==> src/rtl/spi_dual_pkg.sv <==
package spi_dual_pkg;

  typedef enum logic [1:0] {
    MS_IDLE = 2'd0,
    MS_RUN  = 2'd1,
    MS_GAP  = 2'd2
  } mseq_state_t;

  // pad sample order inside the synchronizer vector
  localparam int unsigned PAD_SCLK = 2;
  localparam int unsigned PAD_CSN  = 1;
  localparam int unsigned PAD_MOSI = 0;

endpackage

==> src/rtl/spi_fifo.sv <==
module spi_fifo #(
  parameter int unsigned W     = 8,
  parameter int unsigned DEPTH = 4
) (
  input  logic         clk,
  input  logic         rst,
  input  logic         push,
  input  logic [W-1:0] din,
  input  logic         pop,
  output logic [W-1:0] dout,
  output logic         empty,
  output logic         full
);
  localparam int unsigned AW = (DEPTH > 1) ? $clog2(DEPTH) : 1;
  localparam int unsigned CW = AW + 1;

  logic [W-1:0]  mem [DEPTH];
  logic [AW-1:0] wp, rp;
  logic [CW-1:0] cnt;
  logic          do_push, do_pop;

  assign empty   = (cnt == '0);
  assign full    = (cnt == CW'(DEPTH));
  assign do_push = push && !full;
  assign do_pop  = pop && !empty;
  assign dout    = mem[rp];

  // storage without reset so a RAM primitive can be inferred
  always_ff @(posedge clk) begin
    if (do_push) mem[wp] <= din;
  end

  always_ff @(posedge clk) begin
    if (rst) begin
      wp  <= '0;
      rp  <= '0;
      cnt <= '0;
    end else begin
      if (do_push) wp <= (wp == AW'(DEPTH - 1)) ? '0 : wp + 1'b1;
      if (do_pop)  rp <= (rp == AW'(DEPTH - 1)) ? '0 : rp + 1'b1;
      case ({do_push, do_pop})
        2'b10:   cnt <= cnt + 1'b1;
        2'b01:   cnt <= cnt - 1'b1;
        default: cnt <= cnt;
      endcase
    end
  end
endmodule

==> src/rtl/spi_sync.sv <==
module spi_sync #(
  parameter int unsigned         N       = 3,
  parameter int unsigned         STAGES  = 2,
  parameter logic [N-1:0]        RST_VAL = '0
) (
  input  logic         clk,
  input  logic         rst,
  input  logic [N-1:0] d,
  output logic [N-1:0] q
);
  logic [N-1:0] stg [STAGES];

  always_ff @(posedge clk) begin
    if (rst) stg[0] <= RST_VAL;
    else     stg[0] <= d;
  end

  for (genvar g = 1; g < STAGES; g++) begin : g_stage
    always_ff @(posedge clk) begin
      if (rst) stg[g] <= RST_VAL;
      else     stg[g] <= stg[g-1];
    end
  end

  assign q = stg[STAGES-1];
endmodule

==> src/rtl/spi_mseq.sv <==
module spi_mseq
  import spi_dual_pkg::*;
#(
  parameter int unsigned W     = 8,
  parameter int unsigned DIV_W = 8
) (
  input  logic             clk,
  input  logic             rst,
  input  logic             en,
  input  logic [DIV_W-1:0] clk_div,
  input  logic             have_data,
  output logic             load_req,
  output logic             sample_p,
  output logic             shift_p,
  output logic             sclk,
  output logic             cs_n
);
  localparam int unsigned HALVES = 2 * W;
  localparam int unsigned HW     = $clog2(HALVES);

  mseq_state_t      st;
  logic [DIV_W-1:0] div;
  logic [HW-1:0]    hcnt;
  logic             tick, last_half;

  assign tick      = (div == clk_div);
  assign last_half = (hcnt == HW'(HALVES - 1));
  assign load_req  = en && (st == MS_IDLE) && have_data;
  assign sample_p  = (st == MS_RUN) && tick && !sclk;
  assign shift_p   = (st == MS_RUN) && tick && sclk && !last_half;

  always_ff @(posedge clk) begin
    if (rst || !en) begin
      st   <= MS_IDLE;
      div  <= '0;
      hcnt <= '0;
      sclk <= 1'b0;
      cs_n <= 1'b1;
    end else begin
      unique case (st)
        MS_IDLE: begin
          if (have_data) begin
            st   <= MS_RUN;
            cs_n <= 1'b0;
            div  <= '0;
            hcnt <= '0;
          end
        end
        MS_RUN: begin
          if (tick) begin
            div  <= '0;
            sclk <= ~sclk;
            hcnt <= hcnt + 1'b1;
            if (last_half) begin
              st   <= MS_GAP;
              cs_n <= 1'b1;
            end
          end else begin
            div <= div + 1'b1;
          end
        end
        MS_GAP: begin
          if (tick) begin
            div <= '0;
            st  <= MS_IDLE;
          end else begin
            div <= div + 1'b1;
          end
        end
        default: st <= MS_IDLE;
      endcase
    end
  end
endmodule

==> src/rtl/spi_shifter.sv <==
module spi_shifter #(
  parameter int unsigned W = 8
) (
  input  logic         clk,
  input  logic         rst,
  input  logic         load,
  input  logic [W-1:0] load_data,
  input  logic         shift,
  input  logic         sample,
  input  logic         sample_bit,
  output logic         out_bit,
  output logic         last_bit,
  output logic         word_valid,
  output logic [W-1:0] word_data
);
  localparam int unsigned CW = $clog2(W);

  logic [W-1:0]  tx_sh, rx_sh;
  logic [CW-1:0] cnt;

  assign out_bit  = tx_sh[W-1];
  assign last_bit = (cnt == CW'(W - 1));

  always_ff @(posedge clk) begin
    if (rst) begin
      tx_sh      <= '0;
      rx_sh      <= '0;
      cnt        <= '0;
      word_valid <= 1'b0;
      word_data  <= '0;
    end else begin
      word_valid <= 1'b0;
      if (sample) begin
        rx_sh <= {rx_sh[W-2:0], sample_bit};
        if (last_bit) begin
          cnt        <= '0;
          word_valid <= 1'b1;
          word_data  <= {rx_sh[W-2:0], sample_bit};
        end else begin
          cnt <= cnt + 1'b1;
        end
      end
      if (load) begin
        tx_sh <= load_data;
        cnt   <= '0;
      end else if (shift) begin
        tx_sh <= {tx_sh[W-2:0], 1'b0};
      end
    end
  end
endmodule

==> src/rtl/spi_dual_ctrl.sv <==
module spi_dual_ctrl
  import spi_dual_pkg::*;
#(
  parameter int unsigned WORD_W      = 8,
  parameter int unsigned TX_DEPTH    = 4,
  parameter int unsigned RX_DEPTH    = 4,
  parameter int unsigned DIV_W       = 8,
  parameter int unsigned SYNC_STAGES = 2
) (
  input  logic              clk,
  input  logic              rst,
  input  logic              is_master,
  input  logic [DIV_W-1:0]  clk_div,
  input  logic              tx_push,
  input  logic [WORD_W-1:0] tx_data,
  output logic              tx_full,
  input  logic              rx_pop,
  output logic [WORD_W-1:0] rx_data,
  output logic              rx_empty,
  output logic              dma_wr_req,
  output logic              dma_rd_req,
  output logic              underrun_flag,
  output logic              overflow_flag,
  input  logic              sclk_i,
  output logic              sclk_o,
  output logic              sclk_oe,
  input  logic              cs_n_i,
  output logic              cs_n_o,
  output logic              cs_n_oe,
  input  logic              mosi_i,
  output logic              mosi_o,
  output logic              mosi_oe,
  input  logic              miso_i,
  output logic              miso_o,
  output logic              miso_oe
);
  localparam logic [2:0] PAD_IDLE = 3'b010;

  // transmit side
  logic              tx_empty, tx_pop;
  logic [WORD_W-1:0] tx_head;
  // receive side
  logic              rx_full, rx_push;
  logic [WORD_W-1:0] rx_word;
  // shared shifter controls
  logic              sh_load, sh_shift, sh_sample, sh_bit, sh_out, sh_last;
  logic [WORD_W-1:0] sh_load_data;
  // master sequencer
  logic              m_load, m_sample, m_shift;
  // slave side
  logic [2:0]        pad_s;
  logic              s_sclk, s_cs_n, s_mosi, p_sclk, p_cs_n;
  logic              sl_en, sl_active, sl_start, sl_rise, sl_fall;
  logic              sl_load, sl_shift, pend, starved;

  spi_fifo #(.W(WORD_W), .DEPTH(TX_DEPTH)) u_txf (
    .clk(clk), .rst(rst), .push(tx_push), .din(tx_data), .pop(tx_pop),
    .dout(tx_head), .empty(tx_empty), .full(tx_full)
  );

  spi_fifo #(.W(WORD_W), .DEPTH(RX_DEPTH)) u_rxf (
    .clk(clk), .rst(rst), .push(rx_push), .din(rx_word), .pop(rx_pop),
    .dout(rx_data), .empty(rx_empty), .full(rx_full)
  );

  spi_sync #(.N(3), .STAGES(SYNC_STAGES), .RST_VAL(PAD_IDLE)) u_sync (
    .clk(clk), .rst(rst), .d({sclk_i, cs_n_i, mosi_i}), .q(pad_s)
  );

  spi_mseq #(.W(WORD_W), .DIV_W(DIV_W)) u_mseq (
    .clk(clk), .rst(rst), .en(is_master), .clk_div(clk_div),
    .have_data(!tx_empty), .load_req(m_load), .sample_p(m_sample),
    .shift_p(m_shift), .sclk(sclk_o), .cs_n(cs_n_o)
  );

  // slave edge detection on synchronized pads
  assign s_sclk    = pad_s[PAD_SCLK];
  assign s_cs_n    = pad_s[PAD_CSN];
  assign s_mosi    = pad_s[PAD_MOSI];
  assign sl_en     = !is_master;
  assign sl_active = sl_en && !s_cs_n;
  assign sl_start  = sl_active && p_cs_n;
  assign sl_rise   = sl_active && !sl_start && !p_sclk && s_sclk;
  assign sl_fall   = sl_active && !sl_start && p_sclk && !s_sclk;
  assign sl_load   = sl_start || (sl_fall && pend);
  assign sl_shift  = sl_fall && !pend;

  always_ff @(posedge clk) begin
    if (rst) begin
      p_sclk <= 1'b0;
      p_cs_n <= 1'b1;
      pend   <= 1'b0;
    end else begin
      p_sclk <= s_sclk;
      p_cs_n <= s_cs_n;
      if (!sl_active || sl_load) pend <= 1'b0;
      else if (sl_rise && sh_last) pend <= 1'b1;
    end
  end

  // role mux into the single shifter
  assign sh_load      = is_master ? m_load   : sl_load;
  assign sh_shift     = is_master ? m_shift  : sl_shift;
  assign sh_sample    = is_master ? m_sample : sl_rise;
  assign sh_bit       = is_master ? miso_i   : s_mosi;
  assign tx_pop       = sh_load && !tx_empty;
  assign sh_load_data = tx_empty ? '0 : tx_head;

  spi_shifter #(.W(WORD_W)) u_shift (
    .clk(clk), .rst(rst), .load(sh_load), .load_data(sh_load_data),
    .shift(sh_shift), .sample(sh_sample), .sample_bit(sh_bit),
    .out_bit(sh_out), .last_bit(sh_last), .word_valid(rx_push),
    .word_data(rx_word)
  );

  assign mosi_o     = sh_out;
  assign miso_o     = sh_out;
  assign dma_wr_req = !tx_full;
  assign dma_rd_req = !rx_empty;

  always_ff @(posedge clk) begin
    if (rst) begin
      starved       <= 1'b0;
      underrun_flag <= 1'b0;
      overflow_flag <= 1'b0;
      sclk_oe       <= 1'b0;
      cs_n_oe       <= 1'b0;
      mosi_oe       <= 1'b0;
      miso_oe       <= 1'b0;
    end else begin
      if (sh_load) starved <= tx_empty && !is_master;
      if (sl_rise && starved) underrun_flag <= 1'b1;
      if (rx_push && rx_full) overflow_flag <= 1'b1;
      sclk_oe <= is_master;
      cs_n_oe <= is_master;
      mosi_oe <= is_master;
      miso_oe <= sl_active;
    end
  end
endmodule

==> config.mk <==
export PLATFORM = sky130hd
export DESIGN_NAME = spi_dual_ctrl
export DESIGN_NICKNAME = d
export VERILOG_FILES = /design/src/rtl/spi_dual_pkg.sv /design/src/rtl/spi_fifo.sv /design/src/rtl/spi_sync.sv /design/src/rtl/spi_mseq.sv /design/src/rtl/spi_shifter.sv /design/src/rtl/spi_dual_ctrl.sv
export SDC_FILE = /design/constraint.sdc
export NUM_CORES = 1
export LEC_CHECK = 0
export CAP_MARGIN = 0
export CORE_MARGIN = 10
export CORE_UTILIZATION = 30
export DETAILED_ROUTE_END_ITERATION = 8
export DONT_BUFFER_PORTS = 1
export PLACE_DENSITY = 0.42
export REMOVE_ABC_BUFFERS = 1
export SLEW_MARGIN = 20
export SYNTH_ARGS = -nofsm -noshare
export SYNTH_HDL_FRONTEND = slang
export SYNTH_SLANG_ARGS = --single-unit
==> constraint.sdc <==
create_clock -name clk -period 7.6 [get_ports clk]
set_input_delay 0.76 -clock clk [delete_from_list [all_inputs] [get_ports clk]]
set_output_delay 0.76 -clock clk [all_outputs]
set_load 0.01 [all_outputs]
# Word-level counts from Yosys, hierarchy flattened
# Memories as Yosys holds them, arrays and structs flattened. A register that Yosys moved wholly into a read port is not among the register bits.
# Index checks and enable logic that the tools add are counted.
[op_classes]
bitwise = 4
n_eq_ne = 19
n_reduce_logical = 58
muxes = 43
n_addsub = 11
[op_table]
columns = ["cell", "n"]
rows = [
  ["$mux W8", 5],
  ["$logic_and A1 B1 Y1", 24],
  ["$mux W2", 12],
  ["$pmux W8 S2", 1],
  ["$mux W1", 15],
  ["$eq A2 B2 Y1 const B", 7],
  ["$logic_not A1 Y1", 13],
  ["$pmux W3 S2", 2],
  ["$reduce_bool A2 Y1", 5],
  ["$add A3 B1 Y3 const B", 3],
  ["$eq A3 B3 Y1 const B", 3],
  ["$mux W3", 3],
  ["$add A2 B1 Y2 const B", 4],
  ["$add A8 B1 Y8 const B", 1],
  ["$eq A8 B8 Y1", 1],
  ["$mux W4", 2],
  ["$pmux W4 S2", 1],
  ["$reduce_and A4 Y1", 2],
  ["$reduce_or A2 Y1", 4],
  ["$eq A2 B1 Y1 const B", 3],
  ["$logic_not A3 Y1", 2],
  ["$ne A2 B1 Y1 const B", 3],
  ["$pmux W2 S3", 1],
  ["$reduce_and A2 Y1", 3],
  ["other kinds (10)", 15],
]
[word_totals]
register_bits = 65
n_memories = 3
ramBits = 70
out_inout_bits = 22
[memory_table]
columns = ["memory", "words", "width", "rd", "rd_ports_with_merged_regs", "wr", "line_no", "source"]
rows = [
  ["u_rxf.mem", 4, 8, 1, 1, 1, "spi_fifo.sv:17", "logic [W-1:0] mem [DEPTH];"],
  ["u_txf.mem", 4, 8, 1, 1, 1, "spi_fifo.sv:17", ""],
  ["u_sync.stg", 2, 3, 2, 0, 2, "spi_sync.sv:11", "logic [N-1:0] stg [STAGES];"],
]

# Logic depth before layout (Yosys ltp)
[logic_depth]
depth_word = 14
ltp_mapped = 10
depth_no_buf = 10

# Modules after synthesis
# A second synthesis with hierarchy kept.
[hier_totals]
hier_cells = 515
hier_area_um2 = 6200.9
[modules_own_cells]
columns = ["module", "cells_per_inst", "area_per_inst_um2", "n_inst"]
rows = [
  ["spi_fifo", 96, 1647.8, 2],
  ["spi_mseq", 149, 1173.6, 1],
  ["spi_shifter", 111, 1127.3, 1],
  ["spi_dual_ctrl", 51, 446.7, 1],
  ["spi_sync", 12, 157.7, 1],
]

# Worst setup path after synthesis
# Ideal clock, no wire load.
[synth_timing]
path_type = "in2reg"
from = "input is_master"
to = "register u_txf.cnt[2]"
path_buffers = 1
stages = 10
setup_time_ns = 0.070
path_slack_ns = 4.617
required_ns = 7.530
arrival_ns = 2.913
path_cell_list = "clkbuf_1 > nor2_1 > o21ai_1 > a21oi_1 > ha_1 > inv_1 > fa_1 > xor2_1 > or3_1 > a21oi_1"
[synth_between]
elab_chain_len = 14
word_cells_on_any_way = 18
[synth_rtl]
columns = ["element", "line_no", "source"]
rows = [
  ["start, declared", "spi_dual_ctrl.sv:12", "input logic is_master,"],
  ["$logic_not A1 Y1", "spi_dual_ctrl.sv:80", "assign sl_en = !is_master;"],
  ["$logic_and A1 B1 Y1", "spi_dual_ctrl.sv:81", "assign sl_active = sl_en && !s_cs_n;"],
  ["$logic_and A1 B1 Y1", "spi_dual_ctrl.sv:82", "assign sl_start = sl_active && p_cs_n;"],
  ["$logic_not A1 Y1", "spi_dual_ctrl.sv:84", "assign sl_fall = sl_active && !sl_start && p_sclk && !s_sclk;"],
  ["$logic_and A1 B1 Y1 (3 in a row)", "spi_dual_ctrl.sv:84", ""],
  ["$logic_and A1 B1 Y1", "spi_dual_ctrl.sv:85", "assign sl_load = sl_start || (sl_fall && pend);"],
  ["$logic_or A1 B1 Y1", "spi_dual_ctrl.sv:85", ""],
  ["$mux W1 (*)", "spi_dual_ctrl.sv:102", "assign sh_load = is_master ? m_load : sl_load;"],
  ["$logic_and A1 B1 Y1 (*)", "spi_dual_ctrl.sv:106", "assign tx_pop = sh_load && !tx_empty;"],
  ["$logic_and A1 B1 Y1 (*)", "spi_fifo.sv:25", "assign do_pop = pop && !empty;"],
  ["named net u_txf.do_pop", "spi_fifo.sv:20", "logic do_push, do_pop;"],
  ["$eq A2 B1 Y1 / $eq A2 B2 Y1 (equally long branches)", "spi_fifo.sv:41", "case ({do_push, do_pop})"],
  ["$pmux W3 S2 / $reduce_bool A2 Y1 (equally long branches)", "--", ""],
  ["end signal, assigned", "spi_fifo.sv:42", "2'b10: cnt <= cnt + 1'b1;"],
  ["end signal, assigned", "spi_fifo.sv:43", "2'b01: cnt <= cnt - 1'b1;"],
  ["end signal, assigned", "spi_fifo.sv:44", "default: cnt <= cnt;"],
  ["end, declared", "spi_fifo.sv:19", "logic [CW-1:0] cnt;"],
]
# Mark *: on every way through the listed nets, which the timed path passes. The rest lies on a longest branch.
# A chain may end at the register's enable or synchronous reset.

# Worst setup path in the final report
[layout_timing]
from = "register u_txf.cnt[2]"
to = "register u_txf.cnt[2]"
[layout_between]
elab_chain_len = 8
word_cells_on_any_way = 15
[layout_rtl]
columns = ["element", "line_no", "source"]
rows = [
  ["$logic_not A3 Y1 (*)", "spi_fifo.sv:22", "assign empty = (cnt == '0);"],
  ["$logic_not A1 Y1 (*)", "spi_fifo.sv:25, spi_dual_ctrl.sv:72, spi_dual_ctrl.sv:106", ""],
  ["$logic_and A1 B1 Y1", "spi_mseq.sv:28", "assign load_req = en && (st == MS_IDLE) && have_data;"],
  ["$mux W1", "spi_dual_ctrl.sv:102", ""],
  ["$logic_and A1 B1 Y1", "spi_dual_ctrl.sv:106", ""],
  ["$logic_and A1 B1 Y1 (*)", "spi_fifo.sv:25", ""],
  ["named net u_txf.do_pop", "spi_fifo.sv:20", ""],
  ["$eq A2 B1 Y1 / $eq A2 B2 Y1 (equally long branches)", "spi_fifo.sv:41", ""],
  ["$pmux W3 S2 / $reduce_bool A2 Y1 (equally long branches)", "--", ""],
]
# Marked as above.

==> reports/metrics.yaml <==
num_vias: 3756
crit_type: "flop to flop"
hold_violations: 0
synth-seq-cells: 139
diodes: 0
setup_viol: 0
met3_usage: 0.0320
crit_chain: "or3_1, nand3_1, a21oi_1, ha_1, inv_1, fa_1, xor2_1, or3_1, a21oi_1"
ant_nets: 0
dpl.hpwl_mm: 8.59
cts_htree_levels: 4
final_common_cell: "dfxtp_1"
holdWs_ns: 0.409
drv_cap: 0
ir_drop_uv: 191
grt_usage: 0.101
top_usage_layer: "met2"
cp_top_family: "simple AND/OR/NAND/NOR gates"
clock-sinks: 139
grt.met1_usage: 0.117
die_h_um: 161
drt_pass1_iterations: 5
cp_slowest_cell: "a21oi_1"
max_slew_margin: 0.422
synth_cells: 504
mostFrequentLayoutCells: "dfxtp_1, edfxtp_1, nand2_1"
pin_count: 47
worstMarginPinSlew_ns: 0.858
async_flop_share: 0
syn_to_final_growth_pct: 12.9
power_mw: 1.93
cts_resized: 0
post_drt_wl_per_cell_um: 16.1
grt_antenna_before_repair: 0
viasPerCell: 4.85
required_ns: 7.95
holdBufCountCts: 0
netlist_top_cells_area: "edfxtp_1, dfxtp_1, mux4_2"
min_path_type: "primary input to flop"
post-route-period-util: 0.381
synth_edf_count: 64
grtUsageMet2: 0.169
globalRouteOverflowTotal: 0
ys.flop_type: "dfxtp_1"
clock_path_buffers: 2
path_clk_slew_ns: 0.06
syn_area_um2: 5980
start_util: 0.306
finalSetupTns_ns: 0
powerDensity_nw_per_um2: 286
drt_iter0_markers: 242
post_cts_buffers: 0
cts_tree: "yes"
grt_pass1_vias: 3912
cp.arrival_ns: 3.25
clock_tree.root_cell: "clkbuf_16"
synthDistinctLibCells: 58
numPortBuffers: 0
timing.final.crit_period_ns: 2.90
grt_pass1_wl_mm: 20.9
fmax_mhz: 345
insertion_delay_ns: 0.42
fin_nets: 544
routed_wl_mm: 12.5
crit_path_start_kind: "flop"
slowest_delay_ns: 0.46
remaining_drc_errors: 0
synth_top_area_cell: "edfxtp_1"
endpoint_kind: "flop"
fp.dieW_um: 161
clock_skew_ns: 0.00649
grt_start_max_net_pins: 63
rsz0062_at_grt: "no"
critPathBufInv: 1
synth_seq_area_share: 0.572
dieArea_um2: 26000
rows: 51
gp_congestion: 0.748
final_max_slew_viol_count: 0
core-area_um2: 19500
tritoncts.num_buffers: 17
synth_area_per_cell_um2: 11.9
synth_top_area_share: 0.321
critPathMaxFanout: 10
drive_gt1_frac: 0.131
outcome: "finished clean"
p_leak_nw: 2.20
ys_warn_count: 0
==> metal layers <==
layer	part of all wire	vias up
li1	-	1859
met1	0.44	1834
met2	0.50	45
met3	0.043	18
met4	0.018	0
met5	0	-
==> flip-flops by register name (all words and copies together) (netlist names), 3 cells and up, named ones only <==
signal	cells
u_shift.tx_sh	8
u_txf.cnt	3
u_sync.stg	6
u_rxf.mem	32
u_shift.rx_sh	7
u_shift.word_data	8
u_shift.cnt	3
u_rxf.cnt	3
u_txf.mem	32
u_mseq.hcnt	4
u_mseq.div	8
==> kinds of logic (layout without fill, tap and decap cells) <==
| family | after synthesis | in the layout | share of synthesized area |
|---|---|---|---|
| AOI/OAI and AO/OA | 96 | 96 | 0.102 |
| buffers and inverters | 48 | 54 | 0.0357 |
| muxes | 26 | 26 | 0.0771 |
| and+or+nand+nor | 160 | 160 | 0.144 |
| xor gates and xnor gates | 13 | 13 | 0.0203 |
| DFF | 139 | 139 | 0.572 |
| adders and majority gates | 22 | 22 | 0.0485 |
==> cells in the mapped netlist (all sizes together), types with 3 or more instances <==
master,count
a31oi,5
clkbuf,14
nand3,32
mux2i,9
ha,20
nand4b,7
nand2,34
buf,12
nor2b,7
a21oi,33
inv,22
nor2,25
nand3b,3
and4,3
o211ai,7
dfxtp,75
nor3,8
or3,6
and3,15
a211oi,7
or4,4
or2,3
o31ai,3
o21ai,24
nand2b,5
mux4,16
xor2,4
a221o,7
xnor2,9
edfxtp,64
==> worst register-to-register path: cells and delay by family, from the launching register on <==
kind	cells	cell delay, ns
fa+ha+maj	2	0.64
xor+xnor	1	0.16
buf+inv	1	0.07
simple gates	3	0.98
flops	1	0.38
compound gates	2	0.61
==> final timing paths <==
check	depth (start not counted)	end	slack, ns	from
setup / recovery	9	u_txf.cnt[2]	4.70	u_txf.cnt[2]
hold / removal	1	u_txf.wp[1]	0.41	rst
setup reg to reg	9	u_txf.cnt[2]	4.70	u_txf.cnt[2]
hold reg to reg	1	u_sync.stg[1][1]	0.42	u_sync.stg[0][1]
==> per-stage QoR <==
stage	util	cell area, µm²	worst slack (ns)	cells
global placement	0.317	6180	4.59	743
detailed placement	0.317	6180	4.46	743
finish	0.346	6760	4.70	775
floorplan	-	5850	4.79	478
global route	0.346	6760	4.46	775
CTS	0.346	6750	4.68	775
==> layout make-up <==
class	instances	area (µm²)
clock inverters	15	140
clock buffers	17	425
inverters	22	82.6
multi-input cells	317	2350
well taps	265	332
fillers	1971	12800
flip-flops and latches	139	3420
==> power by group <==
group          switching (mW)  internal, mW  total, mW  leakage [nW]
logic                   0.192        0.0989      0.291         0.806
clock network           0.338         0.456      0.794         0.273
registers              0.0304         0.815      0.846          1.12
total                   0.561          1.37       1.93          2.20
Power figures use the tool's default switching activity.
